[src/rtl/autoinc_redirect_pkg.sv]
package autoinc_redirect_pkg;

  typedef enum logic [1:0] {
    MODE_PLAIN   = 2'd0,
    MODE_AUTOINC = 2'd1,
    MODE_AUTODEC = 2'd2,
    MODE_RSVD    = 2'd3
  } op_mode_e;

  // size code -> step in bytes
  function automatic logic [3:0] size_bytes(input logic [1:0] code);
    return 4'd1 << code;
  endfunction

endpackage

[src/rtl/air_operand_path.sv]
module air_operand_path
  import autoinc_redirect_pkg::*;
#(
  parameter int DATA_W = 32
) (
  input  logic              valid_i,
  input  logic [1:0]        mode_i,
  input  logic [1:0]        size_i,
  input  logic              busy_i,
  input  logic              exc_i,
  input  logic              src_tmp_i,
  input  logic [DATA_W-1:0] tmp_val_i,
  input  logic [DATA_W-1:0] gpr_val_i,
  output logic [DATA_W-1:0] base_o,
  output logic [DATA_W-1:0] ea_o,
  output logic              upd_en_o,
  output logic [DATA_W-1:0] upd_val_o
);

  op_mode_e          mode;
  logic [DATA_W-1:0] step;
  logic              modifies;

  always_comb begin
    mode      = op_mode_e'(mode_i);
    step      = DATA_W'(size_bytes(size_i));
    base_o    = src_tmp_i ? tmp_val_i : gpr_val_i;
    ea_o      = base_o;
    upd_val_o = base_o;
    modifies  = 1'b0;
    unique case (mode)
      MODE_AUTOINC: begin
        upd_val_o = base_o + step;
        modifies  = 1'b1;
      end
      MODE_AUTODEC: begin
        ea_o      = base_o - step;
        upd_val_o = base_o - step;
        modifies  = 1'b1;
      end
      default: ;
    endcase
    upd_en_o = valid_i & modifies & ~busy_i & ~exc_i;
  end

endmodule

[src/rtl/air_tmp_bank.sv]
module air_tmp_bank #(
  parameter int DATA_W   = 32,
  parameter int NUM_REGS = 16,
  localparam int REG_W   = $clog2(NUM_REGS)
) (
  input  logic                clk_i,
  input  logic                rst_ni,
  input  logic                set_en_i,
  input  logic [REG_W-1:0]    set_idx_i,
  input  logic [DATA_W-1:0]   set_val_i,
  input  logic                clr_all_i,
  input  logic                clr_en_i,
  input  logic [REG_W-1:0]    clr_idx_i,
  input  logic [REG_W-1:0]    rd_idx_i,
  input  logic [REG_W-1:0]    cm_idx_i,
  output logic [NUM_REGS-1:0] flags_o,
  output logic                rd_flag_o,
  output logic [DATA_W-1:0]   rd_val_o,
  output logic [DATA_W-1:0]   cm_val_o
);

  logic [DATA_W-1:0] val_arr [NUM_REGS];

  for (genvar g = 0; g < NUM_REGS; g++) begin : g_ent
    logic              flag_q;
    logic [DATA_W-1:0] val_q;
    logic              hit_set;
    logic              hit_clr;

    assign hit_set = set_en_i && (set_idx_i == REG_W'(g));
    assign hit_clr = clr_en_i && (clr_idx_i == REG_W'(g));

    always_ff @(posedge clk_i or negedge rst_ni) begin
      if (!rst_ni) begin
        flag_q <= 1'b0;
        val_q  <= '0;
      end else begin
        if (clr_all_i)    flag_q <= 1'b0;
        else if (hit_set) flag_q <= 1'b1;
        else if (hit_clr) flag_q <= 1'b0;
        if (hit_set) val_q <= set_val_i;
      end
    end

    assign flags_o[g] = flag_q;
    assign val_arr[g] = val_q;
  end

  assign rd_flag_o = flags_o[rd_idx_i];
  assign rd_val_o  = val_arr[rd_idx_i];
  assign cm_val_o  = val_arr[cm_idx_i];

endmodule

[src/rtl/air_commit_seq.sv]
module air_commit_seq #(
  parameter int NUM_REGS = 16,
  localparam int REG_W   = $clog2(NUM_REGS)
) (
  input  logic                clk_i,
  input  logic                rst_ni,
  input  logic                start_i,
  input  logic                any_i,
  input  logic [NUM_REGS-1:0] flags_i,
  output logic                busy_o,
  output logic [REG_W-1:0]    pick_o
);

  logic                active_q;
  logic [NUM_REGS-1:0] rest;

  // lowest set index first
  always_comb begin
    pick_o = '0;
    for (int i = NUM_REGS - 1; i >= 0; i--) begin
      if (flags_i[i]) pick_o = REG_W'(i);
    end
    rest = flags_i & ~(NUM_REGS'(1) << pick_o);
  end

  always_ff @(posedge clk_i or negedge rst_ni) begin
    if (!rst_ni)       active_q <= 1'b0;
    else if (active_q) active_q <= |rest;
    else if (start_i)  active_q <= any_i;
  end

  assign busy_o = active_q;

endmodule

[src/rtl/autoinc_redirect.sv]
module autoinc_redirect #(
  parameter int DATA_W   = 32,
  parameter int NUM_REGS = 16
) (
  input  logic                        clk_i,
  input  logic                        rst_ni,
  input  logic                        op_valid_i,
  input  logic [$clog2(NUM_REGS)-1:0] op_reg_i,
  input  logic [1:0]                  op_mode_i,
  input  logic [1:0]                  op_size_i,
  input  logic [DATA_W-1:0]           gpr_rdata_i,
  input  logic                        end_i,
  input  logic                        exc_i,
  output logic                        op_from_tmp_o,
  output logic [DATA_W-1:0]           op_val_o,
  output logic [DATA_W-1:0]           op_ea_o,
  output logic                        cmt_we_o,
  output logic [$clog2(NUM_REGS)-1:0] cmt_addr_o,
  output logic [DATA_W-1:0]           cmt_data_o,
  output logic                        busy_o
);

  localparam int REG_W = $clog2(NUM_REGS);

  logic [NUM_REGS-1:0] flags_w;
  logic                rd_flag;
  logic [DATA_W-1:0]   rd_val;
  logic [DATA_W-1:0]   cm_val;
  logic                upd_en;
  logic [DATA_W-1:0]   upd_val;
  logic                busy;
  logic [REG_W-1:0]    pick;
  logic                start;
  logic                abort;

  assign start = end_i & ~exc_i & ~busy;
  assign abort = exc_i & ~busy;

  air_operand_path #(.DATA_W(DATA_W)) u_path (
    .valid_i   (op_valid_i),
    .mode_i    (op_mode_i),
    .size_i    (op_size_i),
    .busy_i    (busy),
    .exc_i     (exc_i),
    .src_tmp_i (rd_flag),
    .tmp_val_i (rd_val),
    .gpr_val_i (gpr_rdata_i),
    .base_o    (op_val_o),
    .ea_o      (op_ea_o),
    .upd_en_o  (upd_en),
    .upd_val_o (upd_val)
  );

  air_tmp_bank #(.DATA_W(DATA_W), .NUM_REGS(NUM_REGS)) u_bank (
    .clk_i     (clk_i),
    .rst_ni    (rst_ni),
    .set_en_i  (upd_en),
    .set_idx_i (op_reg_i),
    .set_val_i (upd_val),
    .clr_all_i (abort),
    .clr_en_i  (busy),
    .clr_idx_i (pick),
    .rd_idx_i  (op_reg_i),
    .cm_idx_i  (pick),
    .flags_o   (flags_w),
    .rd_flag_o (rd_flag),
    .rd_val_o  (rd_val),
    .cm_val_o  (cm_val)
  );

  // an operand in the end cycle joins the commit
  air_commit_seq #(.NUM_REGS(NUM_REGS)) u_seq (
    .clk_i   (clk_i),
    .rst_ni  (rst_ni),
    .start_i (start),
    .any_i   ((|flags_w) | upd_en),
    .flags_i (flags_w),
    .busy_o  (busy),
    .pick_o  (pick)
  );

  assign op_from_tmp_o = op_valid_i & rd_flag;
  assign cmt_we_o      = busy;
  assign cmt_addr_o    = pick;
  assign cmt_data_o    = cm_val;
  assign busy_o        = busy;

endmodule

[config.mk]
export PLATFORM = sky130hd
export DESIGN_NAME = autoinc_redirect
export DESIGN_NICKNAME = d
export VERILOG_FILES = /design/src/rtl/autoinc_redirect_pkg.sv /design/src/rtl/air_operand_path.sv /design/src/rtl/air_tmp_bank.sv /design/src/rtl/air_commit_seq.sv /design/src/rtl/autoinc_redirect.sv
export SDC_FILE = /design/constraint.sdc
export NUM_CORES = 1
export LEC_CHECK = 0
export BUFFER_PORTS_ARGS = -buffer_cell sky130_fd_sc_hd__buf_2
export CAP_MARGIN = 20
export CORE_ASPECT_RATIO = 0.7
export CORE_UTILIZATION = 60
export CTS_CLUSTER_DIAMETER = 80
export DETAILED_ROUTE_END_ITERATION = 10
export PLACE_DENSITY = 0.77
export SLEW_MARGIN = 20
export SYNTH_ARGS = -nofsm -noshare
export SYNTH_HDL_FRONTEND = slang
export SYNTH_SLANG_ARGS = --single-unit
export TNS_END_PERCENT = 100
[constraint.sdc]
create_clock -name clk_i -period 8.1 [get_ports clk_i]
set_clock_uncertainty 0.2 [all_clocks]
set_input_delay 0.81 -clock clk_i [delete_from_list [all_inputs] [get_ports clk_i]]
set_output_delay 0.81 -clock clk_i [all_outputs]
set_load 0.005 [all_outputs]
==> metrics.txt <==
Mapped Avg Cell Area 8.67 µm²; critical path's largest stage delay 610 ps; First-pass DRT Iterations 7; Async S/R FF share, synth 100%; Maximum Capacitance Violations 0; startpoint types primary input; detail-routed via count per cell 6.91; fmax 0.145 GHz; Syn. warnings 0; hpwl dp 65,900 µm; initial core utilization 61.4%; worst r2r src u_bank.g_ent[2].flag_q$_DFFE_PN0P_; setup TNS 0 ps; Post-CTS Setup Inserts 0; clock latency on the worst-skew pair 620 ps; H-tree depth 2; Overall Power 7.53 mW; hold_buf cts 0; vias in the first global route 27,700; peak supply drop 0.198 mV; Die ar. 51,800 µm²; GRT Total Usage 41.9%; Synth cell types 82; reg2reg path depth 16; final instance area 33,300 µm²; Clock Path Buffers 3; setup slack after layout 1210 ps; number of CTS-inserted buffers 51; sequential fraction of the synthesis area 43.3%; area of the multi-input gates 16,000 µm²; #FFs+latches synth 529; Reg clk slew, reported paths 70 ps; global-route wire length before repair 165,000 µm; fillcell total 4,011; FP Rows 68; Ports 148; CP Cell Sequence buf_6 -> buf_4 -> mux4_2 -> mux4_2 -> nand2_1 -> nand2_1 -> inv_1 -> ha_1 -> o21bai_1 -> a21o_1 -> a21o_1 -> or4_4 -> or3_1 -> nor4_4 -> nand2_1 -> nor2_1 -> xnor2_1 -> buf_2; Syn-to-layout area delta 9.08%; outcome finished clean; Root Driver clkbuf_16; Worst R2R Setup Slack 1980 ps; layout cell share with drive strength beyond 1 15.8%; Fin. Hold Viols 0; initial antenna violation count 6; Worst EP required 7090 ps; CTS tree built; nets 3,552; Post-synth EDFFs 0; Final ANT Viol Nets 0; Most common cell on crit path nand2_1; Setup violations, final 0; area share of the leading cell type in the synthesized netlist 43.3%; pins over their slew limit 0; DRC 0; cell taking the most area after synthesis dfrtp_1; drt initial violations 4,868; Post-CTS Resized 0; Syn Inst Count 3,525; largest net degree at the start of global routing 183; post-layout min period 6890 ps; Top FF cell, synth dfrtp_1; gpl congestion 0.992; Synthesized Nets 3,582; wire length per cell 25.8 µm; RSZ-0062 raised after global routing no; WS Path Type in2out; DR vias 29,000; Synth area leaders dfrtp_1, nand2_1, mux4_2; max_slew headroom 24.5%; fin crit share 85.0%; Slew @ Worst Pin 1130 ps; reg2reg end u_bank.g_ent[4].val_q[27]$_DFFE_PN0P_; endpoint type of the worst setup path primary output; synthesized area 30,500 µm²; gr ovfl total 0; Leakage 14.8 nW; CTS Sinks 529; pre-CTS setup slack 1110 ps; number of port buffers 147; final wirelength 108,000 µm; Pwr Density 226 nW/µm²; DP Area 31,600 µm²; hold crit path type in2async; Crit-path slowest cell buf_4; die span in y 191 µm; Crit Path Max Fanout 54; FF+latch area 13,200 µm²; Die Wd 272 µm; core footprint 49,800 µm²; Worst Path Arrival 5880 ps
-- Yosys cell counts (37+ instances only) --
library cell / instances
nand2_1: 1175
dfrtp_1: 529
o21ai_0: 465
clkbuf_1: 257
nand3_1: 151
mux4_2: 139
a31oi_1: 133
a22oi_1: 110
nor2_1: 82
mux2i_1: 42
mux2_2: 37
-- logic make-up after synthesis --
| family | share of synthesized area [%] |
|---|---|
| adders and majority gates | 0.573 |
| DFF | 43.3 |
| xor gates and xnor gates | 0.860 |
| buffers and inverters | 4.65 |
| muxes | 13.3 |
| and+or+nand+nor | 20.6 |
| AOI/OAI and AO/OA | 16.7 |
-- how the worst max path moves through the flow --
stage                      startpoint                                     to
after floorplan           op_reg_i[0]                            op_ea_o[29]
after global placement    op_reg_i[1]  u_bank.g_ent[2].val_q[27]$_DFFE_PN0P_
after detailed placement  op_reg_i[1]  u_bank.g_ent[4].val_q[16]$_DFFE_PN0P_
after CTS                 op_reg_i[1]                            op_ea_o[29]
after global routing      op_reg_i[1]                            op_ea_o[29]
final                     op_reg_i[1]                            op_ea_o[29]
-- cell type report --
class | count | area share, %
antenna | 1 | 0.00751
tap | 665 | 2.50
sequential | 529 | 39.7
timing repair buffer | 225 | 4.15
multi-input combinational | 2651 | 48.1
clock inverter | 16 | 0.544
inverter | 37 | 0.432
clock buffer | 77 | 4.55
-- worst max-delay path, delay by kind of cell --
family          cells  cell delay (ps)
simple gates        7             1880
buf+inv             4             1350
mux                 2              970
compound gates      3              530
fa+ha+maj           1              190
xor+xnor            1              140
-- power breakdown --
group	internal, mW	switching (mW)	leakage, nW
logic	0.634	1.08	6.79
registers	3.02	0.324	7.13
clock network	1.39	1.08	0.828
total	5.05	2.49	14.8
-- cells in the final DEF, fill, tap and decap left out, drive strengths merged, types with 8 or more instances in the layout --
cell    synthesis  layout
nand3         152     152
nor2           83      83
nand2        1175    1175
o311ai         14      14
mux2           37      37
buf            51     224
nand4          12      12
a31oi         133     133
and2           12      12
a22oi         110     110
inv            34      36
or4             8       8
dfrtp         529     529
a21oi          34      34
clkbuf        257      78
nor4           12      12
xnor2          26      26
o21ai         497     497
mux4          139     139
mux2i          48      48
nor2b           9       9
clkinv          3      11
a222oi         10      10
or3             9       9
nor3           26      26
ha             10      10
or2             9       9
-- metrics by stage --
stage,utilization [%],cells,hold slack [ps]
floorplan,-,3525,263
global placement,63.4,4105,279
detailed placement,63.5,4105,288
CTS,66.9,4198,96.2
global route,66.9,4200,143
finish,67.0,4201,67.3
-- sequential cells by signal, indices dropped and copies added, names as in the netlist --
signal and cells:
u_seq.busy_o 1, u_bank.g_ent.val_q 512, u_bank.g_ent.flag_q 16
-- per-layer routing --
metal  share of wire [%]  GRT usage (%)  up-vias
li1                    -              -    12300
met1                  39           59.1    14000
met2                  42           61.0     2323
met3                  14           11.3      420
met4                 4.4           18.3        2
met5               0.012              0        -
(Power assumes the default switching activity.)
